File: config.mk
export PLATFORM = sky130hd
export DESIGN_NAME = cs_decoder
export DESIGN_NICKNAME = d
export VERILOG_FILES = /design/src/rtl/cs_dec_pkg.sv /design/src/rtl/cs_dec_regs.sv /design/src/rtl/cs_dec_match.sv /design/src/rtl/cs_dec_ack.sv /design/src/rtl/cs_decoder.sv
export SDC_FILE = /design/constraint.sdc
export NUM_CORES = 1
export LEC_CHECK = 0
export ABC_AREA = 1
export BUFFER_PORTS_ARGS = -buffer_cell sky130_fd_sc_hd__buf_2
export CORE_ASPECT_RATIO = 1.4
export CORE_UTILIZATION = 40
export DETAILED_ROUTE_END_ITERATION = 8
export MAX_ROUTING_LAYER = met4
export PLACE_DENSITY = 0.68
export SYNTH_ARGS = -nofsm -noshare
export SYNTH_HDL_FRONTEND = slang
export SYNTH_HIERARCHICAL = 1
export SYNTH_SLANG_ARGS = --single-unit
export TNS_END_PERCENT = 5
File: constraint.sdc
create_clock -name clk -period 1.3 [get_ports clk]
set_clock_uncertainty 0.15 [all_clocks]
set_input_delay 0.195 -clock clk [delete_from_list [all_inputs] [get_ports clk]]
set_output_delay 0.195 -clock clk [all_outputs]
set_load 0.01 [all_outputs]
File: src/rtl/cs_dec_pkg.sv
package cs_dec_pkg;

    localparam int ADDR_W   = 24;
    localparam int BASE_LSB = 11;
    localparam int BASE_W   = ADDR_W - BASE_LSB;
    localparam int SIZE_W   = 3;
    localparam int REG_W    = BASE_W + SIZE_W;

    typedef enum logic [SIZE_W-1:0] {
        BLK_2K   = 3'd0,
        BLK_8K   = 3'd1,
        BLK_16K  = 3'd2,
        BLK_64K  = 3'd3,
        BLK_128K = 3'd4,
        BLK_256K = 3'd5,
        BLK_512K = 3'd6,
        BLK_1M   = 3'd7
    } blk_e;

    typedef struct packed {
        logic [BASE_W-1:0] base;
        blk_e              size;
    } bar_t;

    typedef struct packed {
        logic iack_en;
        logic wide;
        logic en;
    } opt_t;

    localparam int OPT_W = $bits(opt_t);

    function automatic int low_bit(blk_e code);
        case (code)
            BLK_2K:   return 11;
            BLK_8K:   return 13;
            BLK_16K:  return 14;
            BLK_64K:  return 16;
            BLK_128K: return 17;
            BLK_256K: return 18;
            BLK_512K: return 19;
            default:  return 20;
        endcase
    endfunction

    function automatic logic [BASE_W-1:0] cmp_mask(blk_e code);
        logic [BASE_W-1:0] m;
        int lb;
        lb = low_bit(code);
        for (int k = 0; k < BASE_W; k++) begin
            m[k] = ((k + BASE_LSB) >= lb);
        end
        return m;
    endfunction

endpackage

File: src/rtl/cs_dec_regs.sv
module cs_dec_regs
    import cs_dec_pkg::*;
#(
    parameter int NUM_CS = 4,
    parameter int IDX_W  = 2
) (
    input  logic                      clk,
    input  logic                      rst,
    input  logic                      boot_wide_i,
    input  logic                      we_i,
    input  logic                      sel_opt_i,
    input  logic [IDX_W-1:0]          idx_i,
    input  logic [REG_W-1:0]          wdata_i,
    output logic [REG_W-1:0]          rdata_o,
    output bar_t [NUM_CS-1:0]         bars_o,
    output opt_t [NUM_CS-1:0]         opts_o
);

    for (genvar ch = 0; ch < NUM_CS; ch++) begin : g_ch
        logic wr_hit;
        assign wr_hit = we_i && (idx_i == IDX_W'(ch));

        always_ff @(posedge clk) begin
            if (rst) begin
                if (ch == 0) begin
                    bars_o[ch] <= '{base: '0, size: BLK_1M};
                    opts_o[ch] <= '{iack_en: 1'b0, wide: boot_wide_i, en: 1'b1};
                end else begin
                    bars_o[ch] <= '{base: '0, size: BLK_2K};
                    opts_o[ch] <= '0;
                end
            end else if (wr_hit) begin
                if (sel_opt_i) begin
                    opts_o[ch] <= opt_t'(wdata_i[OPT_W-1:0]);
                end else begin
                    bars_o[ch] <= bar_t'(wdata_i);
                end
            end
        end
    end

    always_comb begin
        rdata_o = '0;
        for (int ch = 0; ch < NUM_CS; ch++) begin
            if (idx_i == IDX_W'(ch)) begin
                rdata_o = sel_opt_i ? REG_W'(opts_o[ch]) : REG_W'(bars_o[ch]);
            end
        end
    end

endmodule

File: src/rtl/cs_dec_match.sv
module cs_dec_match
    import cs_dec_pkg::*;
(
    input  bar_t              bar_i,
    input  logic [ADDR_W-1:0] addr_i,
    output logic              hit_o
);

    logic [BASE_W-1:0] diff;

    always_comb begin
        diff  = (addr_i[ADDR_W-1:BASE_LSB] ^ bar_i.base) & cmp_mask(bar_i.size);
        hit_o = (diff == '0);
    end

endmodule

File: src/rtl/cs_dec_ack.sv
module cs_dec_ack #(
    parameter int NUM_CS = 4
) (
    input  logic              clk,
    input  logic              rst,
    input  logic              valid_i,
    input  logic [NUM_CS-1:0] ack_hit_i,
    output logic              iack_o
);

    logic valid_q;

    always_ff @(posedge clk) begin
        if (rst) begin
            valid_q <= 1'b0;
            iack_o  <= 1'b0;
        end else begin
            valid_q <= valid_i;
            iack_o  <= valid_i && !valid_q && (|ack_hit_i);
        end
    end

endmodule

File: src/rtl/cs_decoder.sv
module cs_decoder
    import cs_dec_pkg::*;
#(
    parameter int NUM_CS = 4,
    localparam int IDX_W = (NUM_CS > 1) ? $clog2(NUM_CS) : 1
) (
    input  logic                  clk,
    input  logic                  rst,
    input  logic                  boot_wide_i,
    input  logic                  reg_we_i,
    input  logic                  reg_opt_i,
    input  logic [IDX_W-1:0]      reg_idx_i,
    input  logic [REG_W-1:0]      reg_wdata_i,
    output logic [REG_W-1:0]      reg_rdata_o,
    input  logic [ADDR_W-1:0]     addr_i,
    input  logic                  addr_valid_i,
    output logic [NUM_CS-1:0]     cs_n_o,
    output logic                  iack_o
);

    bar_t [NUM_CS-1:0] bars;
    opt_t [NUM_CS-1:0] opts;
    logic [NUM_CS-1:0] hit;
    logic [NUM_CS-1:0] ack_hit;
    logic [NUM_CS-1:0] en_vec;
    logic [BASE_W-1:0] boot_base;
    logic [SIZE_W-1:0] boot_size;

    cs_dec_regs #(.NUM_CS(NUM_CS), .IDX_W(IDX_W)) u_regs (
        .clk         (clk),
        .rst         (rst),
        .boot_wide_i (boot_wide_i),
        .we_i        (reg_we_i),
        .sel_opt_i   (reg_opt_i),
        .idx_i       (reg_idx_i),
        .wdata_i     (reg_wdata_i),
        .rdata_o     (reg_rdata_o),
        .bars_o      (bars),
        .opts_o      (opts)
    );

    for (genvar ch = 0; ch < NUM_CS; ch++) begin : g_match
        cs_dec_match u_match (
            .bar_i  (bars[ch]),
            .addr_i (addr_i),
            .hit_o  (hit[ch])
        );
        assign en_vec[ch]  = opts[ch].en;
        assign ack_hit[ch] = hit[ch] && opts[ch].iack_en;
        assign cs_n_o[ch]  = !(addr_valid_i && hit[ch] && opts[ch].en);
    end

    assign boot_base = bars[0].base;
    assign boot_size = bars[0].size;

    cs_dec_ack #(.NUM_CS(NUM_CS)) u_ack (
        .clk       (clk),
        .rst       (rst),
        .valid_i   (addr_valid_i),
        .ack_hit_i (ack_hit),
        .iack_o    (iack_o)
    );

endmodule

==> summary.md, run 1 <==
| Metric | Value |
|---|---|
| Status | complete, but fails checks |
| Die ar. | roughly 13,000 um2 |
| Overflow after GRT | 0 |
| Vias after detailed routing | 6,040 |
| DRT antenna net count | 0 |
| RR Startpoint | u_regs/bars_o[17]$_SDFFE_PP0P_ |
| Core ar. | roughly 12,000 um2 |
| Worst relative slew slack | 0.815 |
| Total CTS buffers | 9 |
| Drt first pass iters | 5 |
| GP Congestion | 0.985 |
| Buf+Inv Stages, Crit Path | 1 |
| Sequential share of the synthesized area | 0.307 |
| Initial antenna violation count | 0 |
| Hold Path Origin | reg_wdata_i[10] |
| Die W | approximately 98 um |
| Final period util | 1.48 |
| Setup crit end kind | output port |
| Leak Pwr | 3.82 nW |
| Failing checks | setup timing |
| Synthesized area per cell | about 5.6 um2 |
| Fmax achieved | 519 MHz |
| Vias in the first global route | approximately 5,700 |
| Final slew viol count | 0 |
| CP arrival | 1.58 ns |
| Tightest Pin Transition | 0.276 ns |
| # H-tree levels | 3 |
| Fillers | about 1,200 |
| Startpoint type of the worst setup path | flip-flop |
| #FFs+latches synth | 78 |
| Largest stage delay, worst path | around 0.33 ns |
| Share of cells above drive strength 1 | 0.288 |
| Library cells used by synthesis | 22 |
| Area fraction of the dominant cell type after synthesis | 0.301 |
| Global Route Usage Sum | 0.276 |
| Initial Utilization | 0.414 |
| Multi-input logic area | roughly 3100 um2 |
| Mapped cell area | a little over 5000 um2 |
| Count of final setup violators | 21 |
| CTS tree | built |
| Die H | 136 um |
| Post-detail-place hpwl | about 13 mm |
| Worst-case clock buffer depth | 2 |
| Final wirelength | between 15 and 20 mm |
| Delay-heaviest family, CP | simple AND/OR/NAND/NOR gates |
| Post-route minimum period | ~1.9 ns |
| Clock sink count | 78 |
| Syn_nets | about 960 |
| Vias per cell | ~4.9 |
| P_int | between 4 and 5 mW |
| CTS clk-pin slew, worst paths | roughly 0.060 ns |
| Unrepaired setup endpoints after global routing | true |
| Sw Ratio | 0.280 |
| Flop pwr share | 0.390 |
| Fin util | 0.594 |
| Logic pwr share | 0.200 |
| Sequential Area | between 1500 and 2000 um2 |
| Clock power frac | 0.410 |
| DR iter-0 viols | 319 |
| Largest area contributor in the synthesized netlist | dfxtp_1 |
| NumNets Final | between 1,000 and 1,500 |
| # Max-Cap Violations | 0 |
| Worst Hold Class | in2reg |
| Diodes inserted | 0 |
| Power Dens Cells | slightly below 900 nW/um2 |
| Port Buffers | 57 |
| Crit path max fanout | 2 |
| Worst skew pair latency | 0.34 ns |
| Rows | 48 |
| Synthesis-to-finish area growth | 43.7% |
| Crit path required time | 0.95 ns |
| First-pass GRT wire length | between 20 and 30 mm |
| Cell count after synthesis | approximately 910 |
| Final hold viol count | 0 |
| Routed WL per cell | ~14 um |
| Critical setup path kind | reg2out |
| Largest net degree at the start of global routing | 37 |
| Ranking of synthesized cells by area | dfxtp_1, nand2_1, nor2_1, nand3_1, inv_1 |
| VDD IR-drop max | 0.821 mV |
| Final WS setup | -0.629 ns |
| DRC violations left | 0 |
| Clk root buf | clkbuf_16 |
| Switching power | ~1.8 mW |
| Setup Total Neg Slack | -6.28 ns |
| Yosys Warn Count | 6 |
| CP cell instances | xor2_1, nor2_1, nand3_1, nor2_4, nand3_2, buf_6 |
| CP max-delay cell | dfxtp_2 |
| # IOs | 69 |
| Worst setup path start | u_regs/bars_o[30]$_SDFFE_PP0P_ |
-- power by group through the flow --
stage | clock network [mW] | logic [mW] | registers, mW
global route | 2.85 | 1.44 | 2.57
global placement | 0 | 1.17 | 2.61
CTS | 2.74 | 1.27 | 2.56
detailed placement | 0 | 1.18 | 2.61
floorplan | 0 | 0.615 | 2.60
finish | 2.69 | 1.31 | 2.56
-- what timing repair did --
item / in CTS / in global routing
hold endpoints to repair: 14 / 0
cloned: 0 / 0
buffers inserted: 2 / 3
endpoints found under the setup margin: 21 / 21
gates resized for setup: 94 / 42
hold buffers: 14 / 0
pin swaps: 15 / 17
-- flip-flops by register name (all words and copies together) (netlist names) --
signal	cells
u_regs/opts_o	12
u_ack/valid_q	1
u_ack/iack_o	1
u_regs/bars_o	64
-- stage by stage --
| step | cell area, um2 | setup WS [ns] | power, mW | std cells | hold slack (ns) |
|---|---|---|---|---|---|
| 5_1_grt | 7350 | -0.742 | 6.85 | 1230 | 0.00608 |
| 2_1_floorplan | 5140 | -0.0346 | 3.22 | 909 | 0.114 |
| 3_5_place_dp | 6440 | -0.407 | 3.79 | 1195 | 0.276 |
| 6_report | 7350 | -0.629 | 6.56 | 1230 | 0.00695 |
| 4_1_cts | 7180 | -0.628 | 6.57 | 1227 | 0.00240 |
| 3_3_place_gp | 6440 | -0.385 | 3.78 | 1195 | 0.274 |
-- path summary, 6_finish.rpt --
kind                               endpoint  slack [ns]  cells past startpoint
max                               cs_n_o[1]       -0.63                      6
min reg2reg         u_ack/iack_o$_SDFF_PP0_        0.33                      3
min          u_regs/bars_o[10]$_SDFFE_PP0P_       0.007                      3
max reg2reg         u_ack/iack_o$_SDFF_PP0_       -0.28                     13
-- per-layer routing --
metal,global-route usage,vias up,share of wire
met4,0.167,0,0.056
met1,0.301,2648,0.40
met3,0.0468,66,0.056
met5,-,-,0
li1,-,3132,-
met2,0.470,194,0.49
-- placed cells by master (no fill, tap or decap) --
cell type      Yosys  layout
a21oi_1            6       4
a21oi_2            0       2
buf_12             0      10
buf_2              9      53
buf_4              3      95
buf_6              0      23
buf_8              0       1
bufinv_16          0       1
clkbuf_16          0       9
clkbuf_8           0       4
clkinv_2           0       2
dfxtp_1           77      27
dfxtp_2            0      43
dfxtp_4            0       7
dlygate4sd3_1      0      14
edfxtp_1           1       1
inv_1            127     123
inv_2              2       6
nand2_1          275     270
nand2_2            4       9
nand3_1          101      70
nand3_2            0      30
nand3_4            0       1
nand4_1           49      49
nor2_1           188     181
nor2_2             6       7
nor2_4             1       7
nor3_1             1       1
nor3_4             1       1
o21ai_0            5       5
o21ai_1            4       4
or2_1              4       4
xor2_1            16      16
-- cell type report --
type                       instances  area share
clock buffer                      13      0.0381
clock inverter                     3     0.00545
inverter                         129      0.0659
multi-input combinational        661       0.424
sequential                        78       0.225
tap                              150      0.0255
timing repair buffer             196       0.217
-- cell usage after synthesis, drive strengths merged --
master	instances
dfxtp	77
or2	4
buf	20
clkbuf	21
xor2	16
nor3	2
o21ai	9
nand2	279
edfxtp	1
inv	129
nand3	101
a21oi	6
nor2	195
nand4	49
-- tightest hold or removal path, stage by stage --
cell	delay, ns
buf_2	0.10
nor2_1	0.05
nor2_1	0.11
-- cells by family after synthesis --
family / count (synthesis) / share of synthesized area
buffers and inverters: 170 / 0.129
and+or+nand+nor: 630 / 0.522
xor gates and xnor gates: 16 / 0.0274
AOI/OAI and AO/OA: 15 / 0.0147
DFF: 78 / 0.307
(Power assumes the default switching activity.)
==> run 2, diff against run 1 <==
ABC_AREA = 0   (was 1)
PLACE_DENSITY = 0.69   (was 0.68)
SETUP_SLACK_MARGIN = 0.4   (was not set)
==> summary.md, run 2 <==
| Metric | Value |
|---|---|
| Commonest non-fill, non-tap cell in the layout | nand2_1 |
| Unrepaired setup endpoints after global routing | true |
| Routed WL per cell | 19.6 um |
| Initial Utilization | 0.411 |
| P_int | around 4.6 mW |
| Final hold viol count | 19 |
| Largest net degree at the start of global routing | 45 |
| Switching power | 1.56 mW |
| EDFF count, synth | 1 |
| NumNets Final | approximately 660 |
| Share of cells above drive strength 1 | 0.574 |
| Clock power frac | 0.439 |
| Post-Layout Cell Count | approximately 760 |
| Cell count after synthesis | ~480 |
| Worst hold slack | -0.0297 ns |
| # IOs | 69 |
| Most frequent cells in the layout | nand2_1, buf_4, buf_2 |
| Vias after detailed routing | 4,256 |
| Die H | approximately 120 um |
| CP arrival | ~1.9 ns |
| Setup crit end kind | output port |
| Largest regs | u_regs/bars_o x64, u_regs/opts_o x12 |
| Diodes inserted | 0 |
| VDD IR-drop max | 0.667 mV |
| # H-tree levels | 3 |
| Worst relative slew slack | 0.738 |
| Setup Total Neg Slack | -13.71 ns |
| Worst skew pair latency | 0.35 ns |
| Syn_nets | 530 |
| Logic pwr share | 0.155 |
| Fmax achieved | ~460 MHz |
| Failing checks | hold timing, setup timing |
| Worst Hold Class | in2reg |
| Rows | 44 |
| Top FF cell, synth | dfxtp_1 |
| Overflow after GRT | 0 |
| Flop pwr share | 0.405 |
| #FFs+latches synth | slightly below 80 |
| Fillers | ~770 |
| DRT antenna net count | 0 |
| Yosys Warn Count | 6 |
| Most instantiated cells after synthesis | nand2_1, dfxtp_1, a21oi_1 |
| Ranking of synthesized cells by area | dfxtp_1, nand2_1, mux4_2, xnor2_1, a21oi_1 |
| Die ar. | ~11,000 um2 |
| Cell with the most instances after synthesis | nand2_1 |
| Die W | between 80 and 90 um |
| Global Route Usage Sum | 0.279 |
| Crit path max fanout | 2 |
| Critical setup path kind | reg2out |
| Total CTS buffers | 9 |
| Worst setup path start | u_regs/bars_o[24]$_SDFFE_PP0P_ |
| Count of final setup violators | 22 |
| Final WS setup | -0.896 ns |
| Synthesis-to-finish area growth | 51.7% |
| Sequential share of the synthesized area | 0.368 |
| Port Buffers | 57 |
| Library cells used by synthesis | around 40 |
| Fin util | 0.623 |
| Initial antenna violation count | 0 |
| Power Dens Cells | ~960 nW/um2 |
| DR iter-0 viols | just under 400 |
| Vias in the first global route | approximately 4,300 |
| CTS clk-pin slew, worst paths | approximately 0.060 ns |
| Vias per cell | about 5.6 |
| Clk root buf | clkbuf_16 |
| RR Startpoint | u_regs/bars_o[35]$_SDFFE_PP0P_ |
| Post-detail-place hpwl | roughly 9.6 mm |
| Crit path required time | between 0.9 and 1 ns |
| Clock sink count | 78 |
| GP Congestion | 0.890 |
| Post-synthesis async set-or-reset flop share | 0 |
| Leak Pwr | approximately 2.6 nW |
| Overall Power | ~6.2 mW |
| Startpoint type of the worst setup path | flip-flop |
| Worst-case clock buffer depth | 2 |
| Final slew viol count | 0 |
| Mapped cell area | 4270 um2 |
| DRC violations left | 0 |
| # Max-Cap Violations | 0 |
| Final period util | 1.69 |
| Tightest Pin Transition | 0.391 ns |
| Area fraction of the dominant cell type after synthesis | 0.361 |
| First-pass GRT wire length | roughly 22 mm |
| Final wirelength | between 10 and 15 mm |
| Largest area contributor in the synthesized netlist | dfxtp_1 |
| Core ar. | 10,400 um2 |
| Post-route minimum period | roughly 2.2 ns |
| Cell count after placement | about 740 |
| Synthesized area per cell | 8.87 um2 |
| Biggest register | u_regs/bars_o |
| Largest register FFs | between 60 and 70 |
| Status | complete, but fails checks |
| Sw Ratio | 0.251 |
| Drt first pass iters | 5 |
| CTS tree | built |
| Hold Path Origin | reg_wdata_i[7] |
[run 2: cell types whose count changed in the layout (fill, tap and decap cells not counted), moves of 17 or more]
cell / previous run / this run
a21oi_1: 4 / 35
nor2_1: 181 / 10
xnor2_1: 0 / 19
nand4_1: 49 / 5
nand3_1: 70 / 5
nand3_2: 30 / 3
nand2_1: 270 / 97
a21oi_2: 2 / 30
buf_4: 95 / 60
nand2_2: 9 / 26
xnor2_2: 0 / 25
inv_1: 123 / 0
mux4_2: 0 / 19
[run 2: path summary, 6_finish.rpt]
kind / depth (start not counted) / slack (ns) / end
setup / recovery: 7 / -0.90 / cs_n_o[1]
setup reg to reg: 7 / -0.54 / u_ack/iack_o$_SDFF_PP0_
hold / removal: 3 / -0.03 / u_regs/bars_o[55]$_SDFFE_PP0P_
hold reg to reg: 1 / 0.27 / u_ack/iack_o$_SDFF_PP0_
[run 2: critical path, cell delays in order, from the launching register on]
cell	delay [ns]
dfxtp_2	0.33
xnor2_1	0.28
nand2_1	0.13
nor3_1	0.17
o221a_1	0.27
buf_4	0.13
nand3_2	0.07
buf_6	0.13
[run 2: through the flow]
| stage | area [um2] | worst slack [ns] |
|---|---|---|
| detailed placement | 5360 | -0.666 |
| finish | 6480 | -0.896 |
| CTS | 6170 | -0.818 |
| floorplan | 4320 | -0.397 |
| global route | 6480 | -0.942 |
| global placement | 5360 | -0.630 |
[run 2: layer usage]
layer / GRT usage / up-vias / part of all wire
met4: 0.176 / 0 / 0.058
li1: - / 1922 / -
met5: - / - / 0
met1: 0.305 / 2059 / 0.36
met3: 0.0471 / 73 / 0.065
met2: 0.458 / 202 / 0.52
[run 2: cell families (layout without fill, tap and decap cells)]
logic type	count (synthesis)	in the layout	share of synthesized area
buf+inv	36	173	0.0518
compound gates	83	83	0.110
mux	32	32	0.131
simple gates	201	201	0.226
flops	78	78	0.368
xor+xnor	52	52	0.114
[run 2: timing repair]
item / in CTS / in global routing
pin swaps: 136 / 72
hold endpoints to repair: 34 / 11
setup endpoints to repair: 99 / 99
buffers inserted: 0 / 3
resized for setup: 138 / 77
[run 2: power by group through the flow]
stage	Clock (mW)	Combinational, mW	Sequential [mW]
final	2.73	0.963	2.52
after global routing	2.85	1.01	2.52
after CTS	2.73	0.888	2.51
after detailed placement	0	0.771	2.55
after global placement	0	0.754	2.55
after floorplan	0	0.437	2.54
[run 2: layout make-up]
type	instances	area [um2]	share of cell area
Clock buffer	12	246	0.0380
Clock inverter	4	70.1	0.0108
Sequential cell	78	1620	0.250
Tap cell	138	173	0.0266
Multi-Input combinational cell	368	3040	0.468
Timing Repair Buffer	157	1330	0.206
